$ cat config.mk
export PLATFORM = sky130hd
export DESIGN_NAME = pllcfg_top
export DESIGN_NICKNAME = d
export VERILOG_FILES = /design/src/rtl/pllcfg_pkg.sv /design/src/rtl/pllcfg_regfile.sv /design/src/rtl/pllcfg_lockqual.sv /design/src/rtl/pllcfg_vcochk.sv /design/src/rtl/pllcfg_top.sv
export SDC_FILE = /design/constraint.sdc
export NUM_CORES = 1
export LEC_CHECK = 0
export BUFFER_PORTS_ARGS = -buffer_cell sky130_fd_sc_hd__buf_2
export CAP_MARGIN = 5
export CORE_MARGIN = 3
export CORE_UTILIZATION = 37
export CTS_BUF_LIST = sky130_fd_sc_hd__clkbuf_16
export DETAILED_ROUTE_END_ITERATION = 7
export PLACE_DENSITY = 0.63
export SKIP_CTS_REPAIR_TIMING = 1
export SYNTH_ARGS = -nofsm -noshare
export SYNTH_HDL_FRONTEND = slang
export SYNTH_HIERARCHICAL = 1
export SYNTH_SLANG_ARGS = --single-unit
$ cat constraint.sdc
create_clock -name clk -period 54.4 [get_ports clk]
set_input_delay 10.88 -clock clk [delete_from_list [all_inputs] [get_ports clk]]
set_output_delay 10.88 -clock clk [all_outputs]
set_load 0.05 [all_outputs]
$ cat src/rtl/pllcfg_pkg.sv
package pllcfg_pkg;

    localparam int DATA_W = 8;
    localparam int MULT_W = 6;
    localparam int BAND_W = 2;

    localparam int VCO_MIN_MHZ = 32;
    localparam int LO_TOP_MHZ  = 48;
    localparam int MID_TOP_MHZ = 80;
    localparam int VCO_MAX_MHZ = 120;

    typedef enum logic [BAND_W-1:0] {
        BAND_LO   = 2'b00,
        BAND_MID  = 2'b01,
        BAND_RSVD = 2'b10,
        BAND_HI   = 2'b11
    } vco_band_e;

    typedef struct packed {
        vco_band_e           band;
        logic [MULT_W-1:0]   mult;
    } synth_cfg_t;

    function automatic logic band_fits(vco_band_e b, logic [31:0] f);
        case (b)
            BAND_LO:  return (f >= 32'(VCO_MIN_MHZ)) && (f <= 32'(LO_TOP_MHZ));
            BAND_MID: return (f >  32'(LO_TOP_MHZ))  && (f <= 32'(MID_TOP_MHZ));
            BAND_HI:  return (f >  32'(MID_TOP_MHZ)) && (f <= 32'(VCO_MAX_MHZ));
            default:  return 1'b0;
        endcase
    endfunction

endpackage

$ cat src/rtl/pllcfg_regfile.sv
module pllcfg_regfile
    import pllcfg_pkg::*;
#(
    parameter int ADDR_W  = 4,
    parameter int REG_OFS = 0
) (
    input  logic              clk,
    input  logic              rst,
    input  logic [ADDR_W-1:0] addr,
    input  logic              wr_en,
    input  logic [DATA_W-1:0] wdata,
    input  logic              pll_sel,
    output synth_cfg_t        cfg,
    output logic [DATA_W-1:0] rdata,
    output logic              wr_accept,
    output logic              wr_err
);

    localparam logic [ADDR_W-1:0] OFS = ADDR_W'(REG_OFS);

    logic       hit;
    logic       wr_reject;
    synth_cfg_t cfg_q;

    always_comb begin
        hit       = (addr == OFS);
        wr_accept = wr_en && hit && !pll_sel;
        wr_reject = wr_en && hit && pll_sel;
        rdata     = hit ? cfg_q : '0;
    end

    always_ff @(posedge clk) begin
        if (rst) begin
            cfg_q  <= '0;
            wr_err <= 1'b0;
        end else begin
            wr_err <= wr_reject;
            if (wr_accept) begin
                cfg_q <= synth_cfg_t'(wdata);
            end
        end
    end

    assign cfg = cfg_q;

endmodule

$ cat src/rtl/pllcfg_lockqual.sv
module pllcfg_lockqual #(
    parameter int LOCK_CYC = 16
) (
    input  logic clk,
    input  logic rst,
    input  logic restart,
    input  logic lock_raw,
    output logic lock_ok
);

    localparam int CNT_W = (LOCK_CYC > 2) ? $clog2(LOCK_CYC) : 1;
    localparam logic [CNT_W-1:0] LAST = CNT_W'(LOCK_CYC - 1);

    logic [CNT_W-1:0] run_q;

    always_ff @(posedge clk) begin
        if (rst || restart || !lock_raw) begin
            run_q   <= '0;
            lock_ok <= 1'b0;
        end else if (run_q == LAST) begin
            lock_ok <= 1'b1;
        end else begin
            run_q <= run_q + CNT_W'(1);
        end
    end

endmodule

$ cat src/rtl/pllcfg_vcochk.sv
module pllcfg_vcochk
    import pllcfg_pkg::*;
#(
    parameter int OSC_W = 8,
    parameter int REF_W = 6
) (
    input  synth_cfg_t       cfg,
    input  logic [OSC_W-1:0] osc_mhz,
    input  logic [REF_W-1:0] refdiv,
    output logic             mismatch
);

    localparam int PROD_W = OSC_W + MULT_W + 2;

    logic [PROD_W-1:0] osc_x;
    logic [PROD_W-1:0] mul_x;
    logic [PROD_W-1:0] den_x;
    logic [PROD_W-1:0] prod;
    logic [PROD_W-1:0] fvco;

    always_comb begin
        osc_x    = PROD_W'(osc_mhz);
        mul_x    = PROD_W'(cfg.mult) + PROD_W'(1);
        den_x    = PROD_W'(refdiv) + PROD_W'(1);
        prod     = (osc_x * mul_x) << 1;
        fvco     = prod / den_x;
        mismatch = !band_fits(cfg.band, 32'(fvco));
    end

endmodule

$ cat src/rtl/pllcfg_top.sv
module pllcfg_top
    import pllcfg_pkg::*;
#(
    parameter int ADDR_W   = 4,
    parameter int OSC_W    = 8,
    parameter int REF_W    = 6,
    parameter int LOCK_CYC = 16
) (
    input  logic              clk,
    input  logic              rst,
    input  logic [ADDR_W-1:0] addr,
    input  logic              wr_en,
    input  logic [7:0]        wdata,
    output logic [7:0]        rdata,
    input  logic              pll_sel,
    input  logic              lock_raw,
    input  logic [OSC_W-1:0]  osc_mhz,
    input  logic [REF_W-1:0]  refdiv,
    output logic              lock_ok,
    output logic              wr_err,
    output logic              vco_mismatch
);

    synth_cfg_t        cfg_bits;
    logic              wr_accept;

    pllcfg_regfile #(
        .ADDR_W  (ADDR_W),
        .REG_OFS (0)
    ) u_regs (
        .clk       (clk),
        .rst       (rst),
        .addr      (addr),
        .wr_en     (wr_en),
        .wdata     (wdata),
        .pll_sel   (pll_sel),
        .cfg       (cfg_bits),
        .rdata     (rdata),
        .wr_accept (wr_accept),
        .wr_err    (wr_err)
    );

    pllcfg_lockqual #(
        .LOCK_CYC (LOCK_CYC)
    ) u_lock (
        .clk      (clk),
        .rst      (rst),
        .restart  (wr_accept),
        .lock_raw (lock_raw),
        .lock_ok  (lock_ok)
    );

    pllcfg_vcochk #(
        .OSC_W (OSC_W),
        .REF_W (REF_W)
    ) u_chk (
        .cfg      (cfg_bits),
        .osc_mhz  (osc_mhz),
        .refdiv   (refdiv),
        .mismatch (vco_mismatch)
    );

endmodule

==> Word level (Yosys, flattened, before mapping) <==
Index checks and enable logic that the tools add are counted.
{ "word_totals": {"regBits": 14, "inputBits": 31, "output_inout_bits": 11, "elab_cells": 34} }
{ "op_classes": {"addsub": 3, "mul": 1, "n_div": 1, "magnitude_cmp": 6, "eq_ne": 3, "mux": 2, "n_reduce_logical": 13} }
{ "op_table": {"columns": ["cell", "n"], "rows": [
  ["<= comparator 16 x 7 -> 1 bit (second input constant)", 2],
  ["divider 16 x 16 -> 16 bit", 1],
  [">= comparator 16 x 6 -> 1 bit (second input constant)", 1],
  ["greater-than comparator 16 x 6 -> 1 bit (second input constant)", 1],
  ["greater-than comparator 16 x 7 -> 1 bit (second input constant)", 1],
  ["<= comparator 16 x 6 -> 1 bit (second input constant)", 1],
  ["multiplier 8 x 16 -> 15 bit", 1],
  ["adder 6 x 1 -> 7 bit (second input constant)", 2],
  ["two-way mux 8 bit", 1],
  ["logical AND 1 bit", 6],
  ["adder 4 x 1 -> 4 bit (second input constant)", 1],
  ["== test 4 bit (second input constant)", 1],
  ["logical NOT 4 bit", 1],
  ["logical NOT 1 bit", 3],
  ["case mux 1 bit (3 select lines)", 1],
  ["== test 2 x 1 -> 1 bit (second input constant)", 1],
  ["== test 2 bit (second input constant)", 1],
  ["logical NOT 2 bit", 1],
  ["logical OR 1 bit", 2]
]} }

==> Logic depth before layout (Yosys ltp) <==
Gate-level depths: netlist of the first run.
{ "depth": {"ltp_word": 7, "ltp_mapped": 169, "mapped_depth_nobuf": 161} }

==> Modules after synthesis <==
Netlist of the first run, hierarchy kept.
{ "modules_own_cells": {"columns": ["module", "instances", "cells_per_inst", "area_each_um2", "seq_area_each_um2"], "rows": [
  ["pllcfg_vcochk", 1, 947, 7244.4, 0.0],
  ["pllcfg_regfile", 1, 46, 476.7, 180.2],
  ["pllcfg_lockqual", 1, 22, 245.2, 100.1]
]} }

==> Least setup slack after synthesis of the first run <==
No wires, ideal clock.
{ "synth_timing": {"kind": "input -> output", "start": "input port osc_mhz[1]", "end": "output port vco_mismatch", "arrival_time_ps": 43445, "t_required_ps": 43520, "setup_slack_ps": 75, "cell_stages": 152, "n_path_buf": 6, "cell_sequence": "and2_1 -> fa_1 -> fa_1 -> fa_1 -> inv_1 -> fa_1 -> inv_1 -> ha_1 -> o2111ai_1 -> a21boi_1 -> o22ai_1 -> xnor2_1 -> ha_1 -> nand2_1 -> o21ai_0 -> inv_1 -> ha_1 -> o21ai_0 -> (+116 left out) -> nand2b_1 -> a21o_1 -> a21o_1 -> a21oi_1 -> o211ai_1 -> a21oi_1 -> o211ai_1 -> a21oi_1 -> mux2_2 -> ha_1 -> a21oi_1 -> nand2_1 -> nor3_1 -> a31oi_1 -> or4_4 -> o2111a_1 -> a211oi_1 -> o32a_1"} }
{ "synth_between": {"elab_chain_len": 6, "word_cells_on_any_way": 13, "cone_classes": "mul: 1; div: 1; order compare: 6; mux: 1; reduce/logical: 4"} }
{ "synth_lines": {"columns": ["item", "line_no", "text"], "rows": [
  ["start: declaration", "pllcfg_top.sv:17", "input logic [OSC_W-1:0] osc_mhz,"],
  ["multiplier 8 x 16 -> 15 bit *", "pllcfg_vcochk.sv:25", "prod = (osc_x * mul_x) << 1;"],
  ["divider 16 x 16 -> 16 bit *", "pllcfg_vcochk.sv:26", "fvco = prod / den_x;"],
  ["greater-than comparator 16 x 7 -> 1 bit, or another cell as far along", "pllcfg_pkg.sv:28", "BAND_HI: return (f > 32'(MID_TOP_MHZ)) && (f <= 32'(VCO_MAX_MHZ));"],
  ["logical AND 1 bit (on tied branches)", "pllcfg_pkg.sv:28, pllcfg_pkg.sv:26, pllcfg_pkg.sv:27", null],
  ["case mux 1 bit (3 select lines) *", "pllcfg_pkg.sv:25", "case (b)"],
  ["logical NOT 1 bit *", "pllcfg_vcochk.sv:27", "mismatch = !band_fits(cfg.band, 32'(fvco));"],
  ["end: declaration", "pllcfg_top.sv:21", "output logic vco_mismatch"]
]} }
Every way passes the cells marked *; elsewhere a longest branch is shown, timed or not.

==> Worst setup path after layout of the first run <==
{ "layout_timing": {"start": "input port osc_mhz[3]", "end": "output port vco_mismatch"} }
Same word-level chain as after synthesis.

==> results of run 1 <==
[layer usage]
layer | vias up | part of all wire (%)
met4 | 0 | 0.46
met3 | 15 | 3.7
li1 | 4019 | -
met2 | 166 | 47
met5 | - | 0
met1 | 3802 | 49
[worst reg2reg max path, cell delays in order (launching register included)]
cell and delay, ps:
sky130_fd_sc_hd__dfxtp_1 390, sky130_fd_sc_hd__ha_1 250, sky130_fd_sc_hd__and4bb_2 230, sky130_fd_sc_hd__mux2_2 260
[state kept, by name (all words and copies together) (netlist names)]
register        count
u_regs/cfg          8
u_lock/lock_ok      1
u_regs/wr_err       1
u_lock/run_q        4
[synthesized netlist by cell type, types with 5 or more instances]
master                       n
sky130_fd_sc_hd__a211oi_1   10
sky130_fd_sc_hd__mux2i_1    17
sky130_fd_sc_hd__or3_1      18
sky130_fd_sc_hd__ha_1      126
sky130_fd_sc_hd__o21ai_0    33
sky130_fd_sc_hd__o21ai_1     6
sky130_fd_sc_hd__dfxtp_1    14
sky130_fd_sc_hd__and3_1     11
sky130_fd_sc_hd__fa_1       29
sky130_fd_sc_hd__xnor2_1    24
sky130_fd_sc_hd__a32oi_1     5
sky130_fd_sc_hd__a21o_1     19
sky130_fd_sc_hd__a21boi_0    6
sky130_fd_sc_hd__nor2b_1    34
sky130_fd_sc_hd__a31oi_1     6
sky130_fd_sc_hd__nand2_1    65
sky130_fd_sc_hd__nand4_1    11
sky130_fd_sc_hd__o31ai_1    16
sky130_fd_sc_hd__nand2b_1   30
sky130_fd_sc_hd__o21a_1     47
sky130_fd_sc_hd__a21oi_1    53
sky130_fd_sc_hd__o211ai_1    9
sky130_fd_sc_hd__mux2_2     25
sky130_fd_sc_hd__clkbuf_1    8
sky130_fd_sc_hd__nor2_1     79
sky130_fd_sc_hd__buf_6       6
sky130_fd_sc_hd__and2_1     27
sky130_fd_sc_hd__nor3_1     43
sky130_fd_sc_hd__nor4_1      6
sky130_fd_sc_hd__xor2_1     18
sky130_fd_sc_hd__buf_2       5
sky130_fd_sc_hd__and2_2      8
sky130_fd_sc_hd__nand3_1    32
sky130_fd_sc_hd__inv_1      52
[placed cells by master, fill, tap and decap left out, types with 23 or more instances in the layout]
cell                       Yosys  layout
sky130_fd_sc_hd__fa_1         29      29
sky130_fd_sc_hd__nand2b_1     30      30
sky130_fd_sc_hd__buf_4         1      81
sky130_fd_sc_hd__nand3_1      32      31
sky130_fd_sc_hd__buf_2         5      40
sky130_fd_sc_hd__a21oi_1      53      41
sky130_fd_sc_hd__nor2_1       79      70
sky130_fd_sc_hd__inv_1        52      52
sky130_fd_sc_hd__and2_1       27      27
sky130_fd_sc_hd__mux2_2       25      23
sky130_fd_sc_hd__o21a_1       47      47
sky130_fd_sc_hd__ha_1        126     114
sky130_fd_sc_hd__nor2b_1      34      30
sky130_fd_sc_hd__nand2_1      65      65
sky130_fd_sc_hd__nor3_1       43      41
[layout make-up]
| class | instances | area share (%) |
|---|---|---|
| Multi-Input combinational cell | 927 | 81.7 |
| Timing Repair Buffer | 124 | 8.85 |
| Sequential cell | 14 | 2.95 |
| Clock buffer | 3 | 0.789 |
| Inverter | 53 | 2.09 |
| Tap cell | 275 | 3.62 |
| Clock inverter | 1 | 0.0394 |
[cells by family after synthesis]
family	after synthesis	share of synthesized area, %
buffers and inverters	74	4.18
muxes	44	6.00
and+or+nand+nor	405	28.1
AOI/OAI and AO/OA	281	26.5
adders and majority gates	155	27.1
xor gates and xnor gates	42	4.62
DFF	14	3.52
[how the worst min path moves through the flow]
stage                    from        endpoint  cells past startpoint
6_report       u_lock/lock_ok  u_lock/lock_ok                      2
5_1_grt        u_lock/lock_ok  u_lock/lock_ok                      2
4_1_cts        u_lock/lock_ok  u_lock/lock_ok                      2
3_5_place_dp   u_lock/lock_ok  u_lock/lock_ok                      2
3_3_place_gp   u_lock/lock_ok  u_lock/lock_ok                      2
2_1_floorplan   u_regs/cfg[7]   u_regs/cfg[7]                      2
[metrics by stage]
| step | std cells | hold WS (ps) |
|---|---|---|
| floorplan | 1015 | 470 |
| global placement | 1363 | 434 |
| detailed placement | 1363 | 437 |
| CTS | 1367 | 453 |
| global route | 1397 | 498 |
| finish | 1397 | 465 |
==> metrics, run 1 <==
pre-CTS setup slack=-403 ps; Clock Skew=0.627 ps; cell depth of the worst setup path=160; final instance area=9520 µm²; worst path required time=43,520 ps; Cells after Synth=1,015; die span in x=153 µm; met2 track demand over resource in global routing=30.3%; Synth Flop Type=sky130_fd_sc_hd__dfxtp_1; number of I/O pins=42; Reg2Reg Capture Point=u_lock/run_q[1]; slowest cell on the critical path=sky130_fd_sc_hd__fa_1; proportion of synthesized flip-flops having asynchronous set or reset=0%; worst-path maximum fanout=8; max frequency=between 15 and 20 MHz; largest cells by area after synthesis=sky130_fd_sc_hd__ha_1 20%, sky130_fd_sc_hd__fa_1 7.3%, sky130_fd_sc_hd__o21a_1 4.4%; vertical die dimension=153 µm; worst setup margin=approximately 1500 ps; Yosys top cell area share=around 20%; violation count after the first detailed-route iteration=545; period utilisation layout=97.2%; endpoint of the worst setup timing path=vco_mismatch; deepest level of the CTS H-tree=1; ratio of cells with drive above 1 in the final layout=about a quarter; met3 Resource Use GR=around 1.1%; worst-case reg-to-reg path depth=3; Routability Congestion=around 0.9; grt ovf=0; number of remaining DRC errors=0; total of fill cells in the finished design=2,081; Reg2Reg Setup Slack=53,170 ps; cell mode on critical path=sky130_fd_sc_hd__o21a_1; Area Growth Syn to Fin=19.5%; start of the worst register-to-register path=u_lock/run_q[0]; largest net degree at the start of global routing=22; path class of the lowest-slack min-delay path=reg2reg; Sequential Area=280 µm²; worst max-slew margin expressed relative to the limit=38.0%; met1 usage=26.2%; type of destination of the critical path=primary output; EDFF count, synth=0; global-route wire length before repair=36.6 mm; initial core utilization=37.8%; net total in the final layout=approximately 1,300; class of the most critical setup path=in2out; clock slew at reported path FFs=50 ps; area enclosed by the die boundary=between 20,000 and 25,000 µm²; Final Critical Period=52,890 ps; via count of the routed design=8,002; count of final hold-check violations=0; wire per inst=16.2 µm; Clock Tree Root=sky130_fd_sc_hd__clkbuf_16; total buffers and inverters traversed by the critical path=12; number of input and output port buffers inserted=just over 40; cell type contributing the most total cell area after synthesis=sky130_fd_sc_hd__ha_1; sum of routed wire length over all layers=22.7 mm; clock latency on the worst-skew pair=240 ps; startpoint class of the critical path=primary input; length of the first detailed-routing pass in iterations=5; HPWL after DPL=17.9 mm; data arrival time of the critical path=42,010 ps; count of clock tree sinks=14; Critical Path Source=osc_mhz[3]; area of the multi-input gates=~8000 µm²; maximum clock path buffer count=2; Setup violations, final=0; number of nets still failing antenna checks after routing=0; number of global-route vias before repair=approximately 7,500; placeable core region=21,100 µm²; Std-Cell Rows=53; Unique masters post-synth=105; busiest layer in global routing=met2; post-synthesis average cell area=7.85 µm²; proportion of synthesized chip area in sequential cells=3.52%; Cell Area, Placed=8790 µm²; max cap viols=0; Cell Area, Synth=7970 µm²; actual slew at the worst max-slew pin=929 ps; antenna violations before repair=0; biggest cell delay along the critical path=600 ps; total nets after synthesis=approximately 1,200; aggregate negative setup slack=0 ps; number of antenna cells inserted=0; clock tree from TritonCTS=done; final-report max-slew violation count=0; number of vias per cell after detailed routing=roughly 5.7; final core area utilization=45.1%; total clock buffers created by CTS=3; aggregate global-route resource usage=18.0%; number of synthesized register bits=14; result of the run=finished clean; critical path's top delay family=compound AO/OA/AOI/OAI gates; Yosys Warn Count=6
Power of run 1 is not shown: default switching activity piles up to over one toggle a cycle in this logic, so the estimate is an artifact.
==> run 2, diff against run 1 <==
RECOVER_POWER = 50   (was not set)
==> metrics, run 2 (synthesis results as in run 1) <==
start of the worst register-to-register path=u_lock/run_q[0] (unchanged); aggregate negative setup slack=0 ps (unchanged); Layout Cells excl Fill=1,397 (unchanged); vertical die dimension=153 µm (unchanged); biggest cell delay along the critical path=600 ps (about the same); Setup violations, final=0 (unchanged); instance count after placement with tap cells included=1,363 (unchanged); violation count after the first detailed-route iteration=520 (was 545); wire length on met3=889 µm (was 843 µm); max frequency=18.9 MHz (about the same); placeable core region=21,100 µm² (unchanged); pre-CTS setup slack=-403 ps (unchanged); final core area utilization=45.0% (was 45.1%); Reg2Reg Capture Point=u_lock/run_q[1] (unchanged); worst-case reg-to-reg path depth=3 (unchanged); Sequential Area=280 µm² (unchanged); global-route wire length before repair=36.6 mm (unchanged); detailed-routing wirelength on met1=11.0 mm (was 11.1 mm); length of the first detailed-routing pass in iterations=5 (unchanged); Area Growth Syn to Fin=19.2% (was 19.5%); number of nets still failing antenna checks after routing=0 (unchanged); ratio of cells with drive above 1 in the final layout=24.8% (was 25.1%); clock tree from TritonCTS=done (unchanged); antenna violations before repair=0 (unchanged); slowest cell on the critical path=sky130_fd_sc_hd__fa_1 (unchanged); origin of the worst min-delay path=u_lock/lock_ok (unchanged); path class of the lowest-slack min-delay path=reg2reg (unchanged); deepest level of the CTS H-tree=1 (unchanged); die span in x=153 µm (unchanged); maximum clock path buffer count=2 (unchanged); Worst Hold Depth=2 (unchanged); largest net degree at the start of global routing=22 (unchanged); net total in the final layout=1,309 (unchanged); final-report max-slew violation count=0 (unchanged); Routability Congestion=0.886 (unchanged); top routing layer used=met4 (unchanged); data arrival time of the critical path=42,010 ps (about the same); Std-Cell Rows=53 (unchanged); startpoint class of the critical path=primary input (unchanged); worst-path maximum fanout=8 (unchanged); worst path required time=43,520 ps (about the same); Clock Skew=0.631 ps (was 0.627 ps); area of the multi-input gates=7750 µm² (was 7770 µm²); total clock buffers created by CTS=3 (unchanged); area enclosed by the die boundary=23,300 µm² (unchanged); type of destination of the critical path=primary output (unchanged); max cap viols=0 (unchanged); class of the most critical setup path=in2out (unchanged); HPWL after DPL=17.9 mm (unchanged); grt ovf=0 (unchanged); Largest register FFs=8 (unchanged); result of the run=finished clean (unchanged); wire per inst=16.2 µm (about the same); worst setup margin=1510 ps (about the same); aggregate global-route resource usage=18.0% (unchanged); Worst Hold Path EP=u_lock/lock_ok (unchanged); count of clock tree sinks=14 (unchanged); period utilisation layout=97.2% (about the same); most frequent standard cell in the layout excluding fill and tap cells=sky130_fd_sc_hd__ha_1 (unchanged); number of global-route vias before repair=7,529 (unchanged); number of input and output port buffers inserted=41 (unchanged); number of vias per cell after detailed routing=5.73 (about the same); via count of the routed design=8,010 (was 8,002); clock slew at reported path FFs=50 ps (about the same); sum of routed wire length over all layers=22.7 mm (about the same); met2 WL post-DR=10.7 mm (was 10.6 mm); count of final hold-check violations=0 (unchanged); number of remaining DRC errors=0 (unchanged); initial core utilization=37.8% (unchanged); number of antenna cells inserted=0 (unchanged); top library cells by usage in the layout, fill and taps aside=114 x sky130_fd_sc_hd__ha_1, 81 x sky130_fd_sc_hd__buf_4, 70 x sky130_fd_sc_hd__nor2_1 (unchanged); Clock Tree Root=sky130_fd_sc_hd__clkbuf_16 (unchanged); Final Critical Period=52,890 ps (about the same); actual slew at the worst max-slew pin=1320 ps (was 929 ps); Reg2Reg Setup Slack=53,170 ps (about the same); number of I/O pins=42 (unchanged); clock latency on the worst-skew pair=240 ps (about the same); cell mode on critical path=sky130_fd_sc_hd__o21a_1 (unchanged); worst max-slew margin expressed relative to the limit=11.0% (was 38.0%); total of fill cells in the finished design=2,085 (was 2,081)
[run 2: through the flow]
step | hold slack [ps] | cell area, µm²
2_1_floorplan | 470 | 7970
3_3_place_gp | 434 | 8790
3_5_place_dp | 437 | 8790
4_1_cts | 453 | 8870
5_1_grt | 506 | 9500
6_report | 469 | 9500
[run 2: critical path: cells and delay by family]
kind                     cells  cell delay (ps)
XOR/XNOR                     1              120
AND/OR/NAND/NOR             38             7030
AO/OA/AOI/OAI               86            14410
multiplexers                 2              680
buffers and inverters       13             1860
adder cells (fa/ha/maj)     21             6990
[run 2: area by class of cell]
| class | instances | area share, % |
|---|---|---|
| Clock buffer | 3 | 0.791 |
| Clock inverter | 1 | 0.0395 |
| Tap cell | 275 | 3.62 |
| Timing Repair Buffer | 124 | 8.84 |
| Inverter | 53 | 2.09 |
| Multi-Input combinational cell | 927 | 81.7 |
| Sequential cell | 14 | 2.95 |
[run 2: worst max path at each step]
stage	startpoint	endpoint	slack, ps	depth (start not counted)
global route	osc_mhz[6]	vco_mismatch	-250	164
detailed placement	osc_mhz[2]	vco_mismatch	-400	154
finish	osc_mhz[3]	vco_mismatch	1510	161
floorplan	osc_mhz[1]	vco_mismatch	80	152
CTS	osc_mhz[2]	vco_mismatch	-600	154
global placement	osc_mhz[2]	vco_mismatch	-90	151
[run 2: routing by layer]
layer / up-vias / global-route usage, %
met3: 11 / 1.08
met2: 167 / 30.3
met4: 0 / 1.82
li1: 4020 / -
met1: 3812 / 26.2
met5: - / 0
Power of run 2 is left out for the same reason.
==> run 3, diff against run 2 <==
MAX_ROUTING_LAYER = met4   (was not set)
==> metrics, run 3 (synthesis results as in run 1) <==
Final Critical Period=52,850 ps (was 52,890 ps); most frequent standard cell in the layout excluding fill and tap cells=sky130_fd_sc_hd__ha_1 (unchanged); max frequency=18.9 MHz (about the same); number of antenna cells inserted=0 (unchanged); wire per inst=16.2 µm (about the same); Setup violations, final=0 (unchanged); Clock Tree Root=sky130_fd_sc_hd__clkbuf_16 (unchanged); antenna violations before repair=0 (unchanged); die span in x=153 µm (unchanged); aggregate negative setup slack=0 ps (unchanged); number of global-route vias before repair=7,532 (was 7,529); Area Growth Syn to Fin=19.2% (unchanged); class of the most critical setup path=in2out (unchanged); ratio of cells with drive above 1 in the final layout=24.8% (unchanged); cell depth of the worst setup path=160 (was 161); origin of the worst min-delay path=u_lock/lock_ok (unchanged); area of the multi-input gates=7750 µm² (unchanged); Reg2Reg Setup Slack=53,170 ps (about the same); Largest register FFs=8 (unchanged); clock latency on the worst-skew pair=240 ps (about the same); number of input and output port buffers inserted=41 (unchanged); via count of the routed design=7,979 (was 8,010); worst-path maximum fanout=8 (unchanged); deepest level of the CTS H-tree=1 (unchanged); HPWL after DPL=17.9 mm (unchanged); top library cells by usage in the layout, fill and taps aside=114 x sky130_fd_sc_hd__ha_1, 81 x sky130_fd_sc_hd__buf_4, 70 x sky130_fd_sc_hd__nor2_1 (unchanged); clock tree from TritonCTS=done (unchanged); path class of the lowest-slack min-delay path=reg2reg (unchanged); aggregate global-route resource usage=18.5% (was 18.0%); startpoint class of the critical path=primary input (unchanged); slowest cell on the critical path=sky130_fd_sc_hd__fa_1 (unchanged); grt ovf=0 (unchanged); length of the first detailed-routing pass in iterations=5 (unchanged); Clock Skew=0.624 ps (was 0.631 ps); total clock buffers created by CTS=3 (unchanged); Reg2Reg Capture Point=u_lock/run_q[1] (unchanged); Worst Hold Depth=2 (unchanged); number of remaining DRC errors=0 (unchanged); sum of routed wire length over all layers=22.6 mm (was 22.7 mm); period utilisation layout=97.1% (was 97.2%); result of the run=finished clean (unchanged); largest net degree at the start of global routing=22 (unchanged); count of clock tree sinks=14 (unchanged); count of final hold-check violations=0 (unchanged); number of nets still failing antenna checks after routing=0 (unchanged); clock slew at reported path FFs=50 ps (about the same); Worst Hold Path EP=u_lock/lock_ok (unchanged); Sequential Area=280 µm² (unchanged); placeable core region=21,100 µm² (unchanged); global-route wire length before repair=36.6 mm (unchanged); actual slew at the worst max-slew pin=1350 ps (was 1320 ps); violation count after the first detailed-route iteration=468 (was 520); number of vias per cell after detailed routing=5.71 (was 5.73); cell mode on critical path=sky130_fd_sc_hd__o21a_1 (unchanged); final core area utilization=45.0% (unchanged); max cap viols=0 (unchanged); Routability Congestion=0.901 (was 0.886); number of I/O pins=42 (unchanged); worst max-slew margin expressed relative to the limit=8.91% (was 11.0%); hold slack=468 ps (was 469 ps); worst path required time=43,520 ps (about the same); maximum clock path buffer count=2 (unchanged); final-report max-slew violation count=0 (unchanged); total of fill cells in the finished design=2,085 (unchanged); worst-case reg-to-reg path depth=3 (unchanged); critical path's top delay family=compound AO/OA/AOI/OAI gates (unchanged); start of the worst register-to-register path=u_lock/run_q[0] (unchanged); type of destination of the critical path=primary output (unchanged); total buffers and inverters traversed by the critical path=12 (was 13); area enclosed by the die boundary=23,300 µm² (unchanged); initial core utilization=37.8% (unchanged); data arrival time of the critical path=41,970 ps (was 42,010 ps); vertical die dimension=153 µm (unchanged); Std-Cell Rows=53 (unchanged); net total in the final layout=1,309 (unchanged); biggest cell delay along the critical path=600 ps (about the same)
run 3: cell counts in the layout (fill, tap and decap cells not counted):
Identical to the previous run, type by type.
run 3: layout make-up:
class	count	share of cell area [%]
clock inverter	1	0.0395
inverter	53	2.09
timing repair buffer	124	8.84
sequential	14	2.95
clock buffer	3	0.791
tap	275	3.62
multi-input combinational	927	81.7
run 3: worst max path at each step:
stage	start	to	slack (ps)
floorplan	osc_mhz[1]	vco_mismatch	80
global placement	osc_mhz[2]	vco_mismatch	-90
detailed placement	osc_mhz[2]	vco_mismatch	-400
CTS	osc_mhz[2]	vco_mismatch	-600
global route	osc_mhz[6]	vco_mismatch	-250
finish	osc_mhz[3]	vco_mismatch	1550
run 3: metrics by stage:
| stage | cells | setup slack, ps | instance area [µm²] |
|---|---|---|---|
| finish | 1397 | 1550 | 9500 |
| global route | 1397 | -255 | 9500 |
| CTS | 1367 | -601 | 8870 |
| detailed placement | 1363 | -403 | 8790 |
| global placement | 1363 | -87.3 | 8790 |
| floorplan | 1015 | 75.2 | 7970 |
run 3: tightest hold or removal path, stage by stage (launching register included):
cell                      delay, ps
sky130_fd_sc_hd__dfxtp_1        310
sky130_fd_sc_hd__inv_1           50
sky130_fd_sc_hd__a21oi_1         60
run 3: per-layer routing:
metal	track usage, %	routed length (µm)	part of all wire, %
met1	26.2	11000	49
met2	30.3	10600	47
met3	1.08	922	4.1
met4	1.82	97	0.43
met5	-	0	0
Power of run 3 is left out for the same reason.
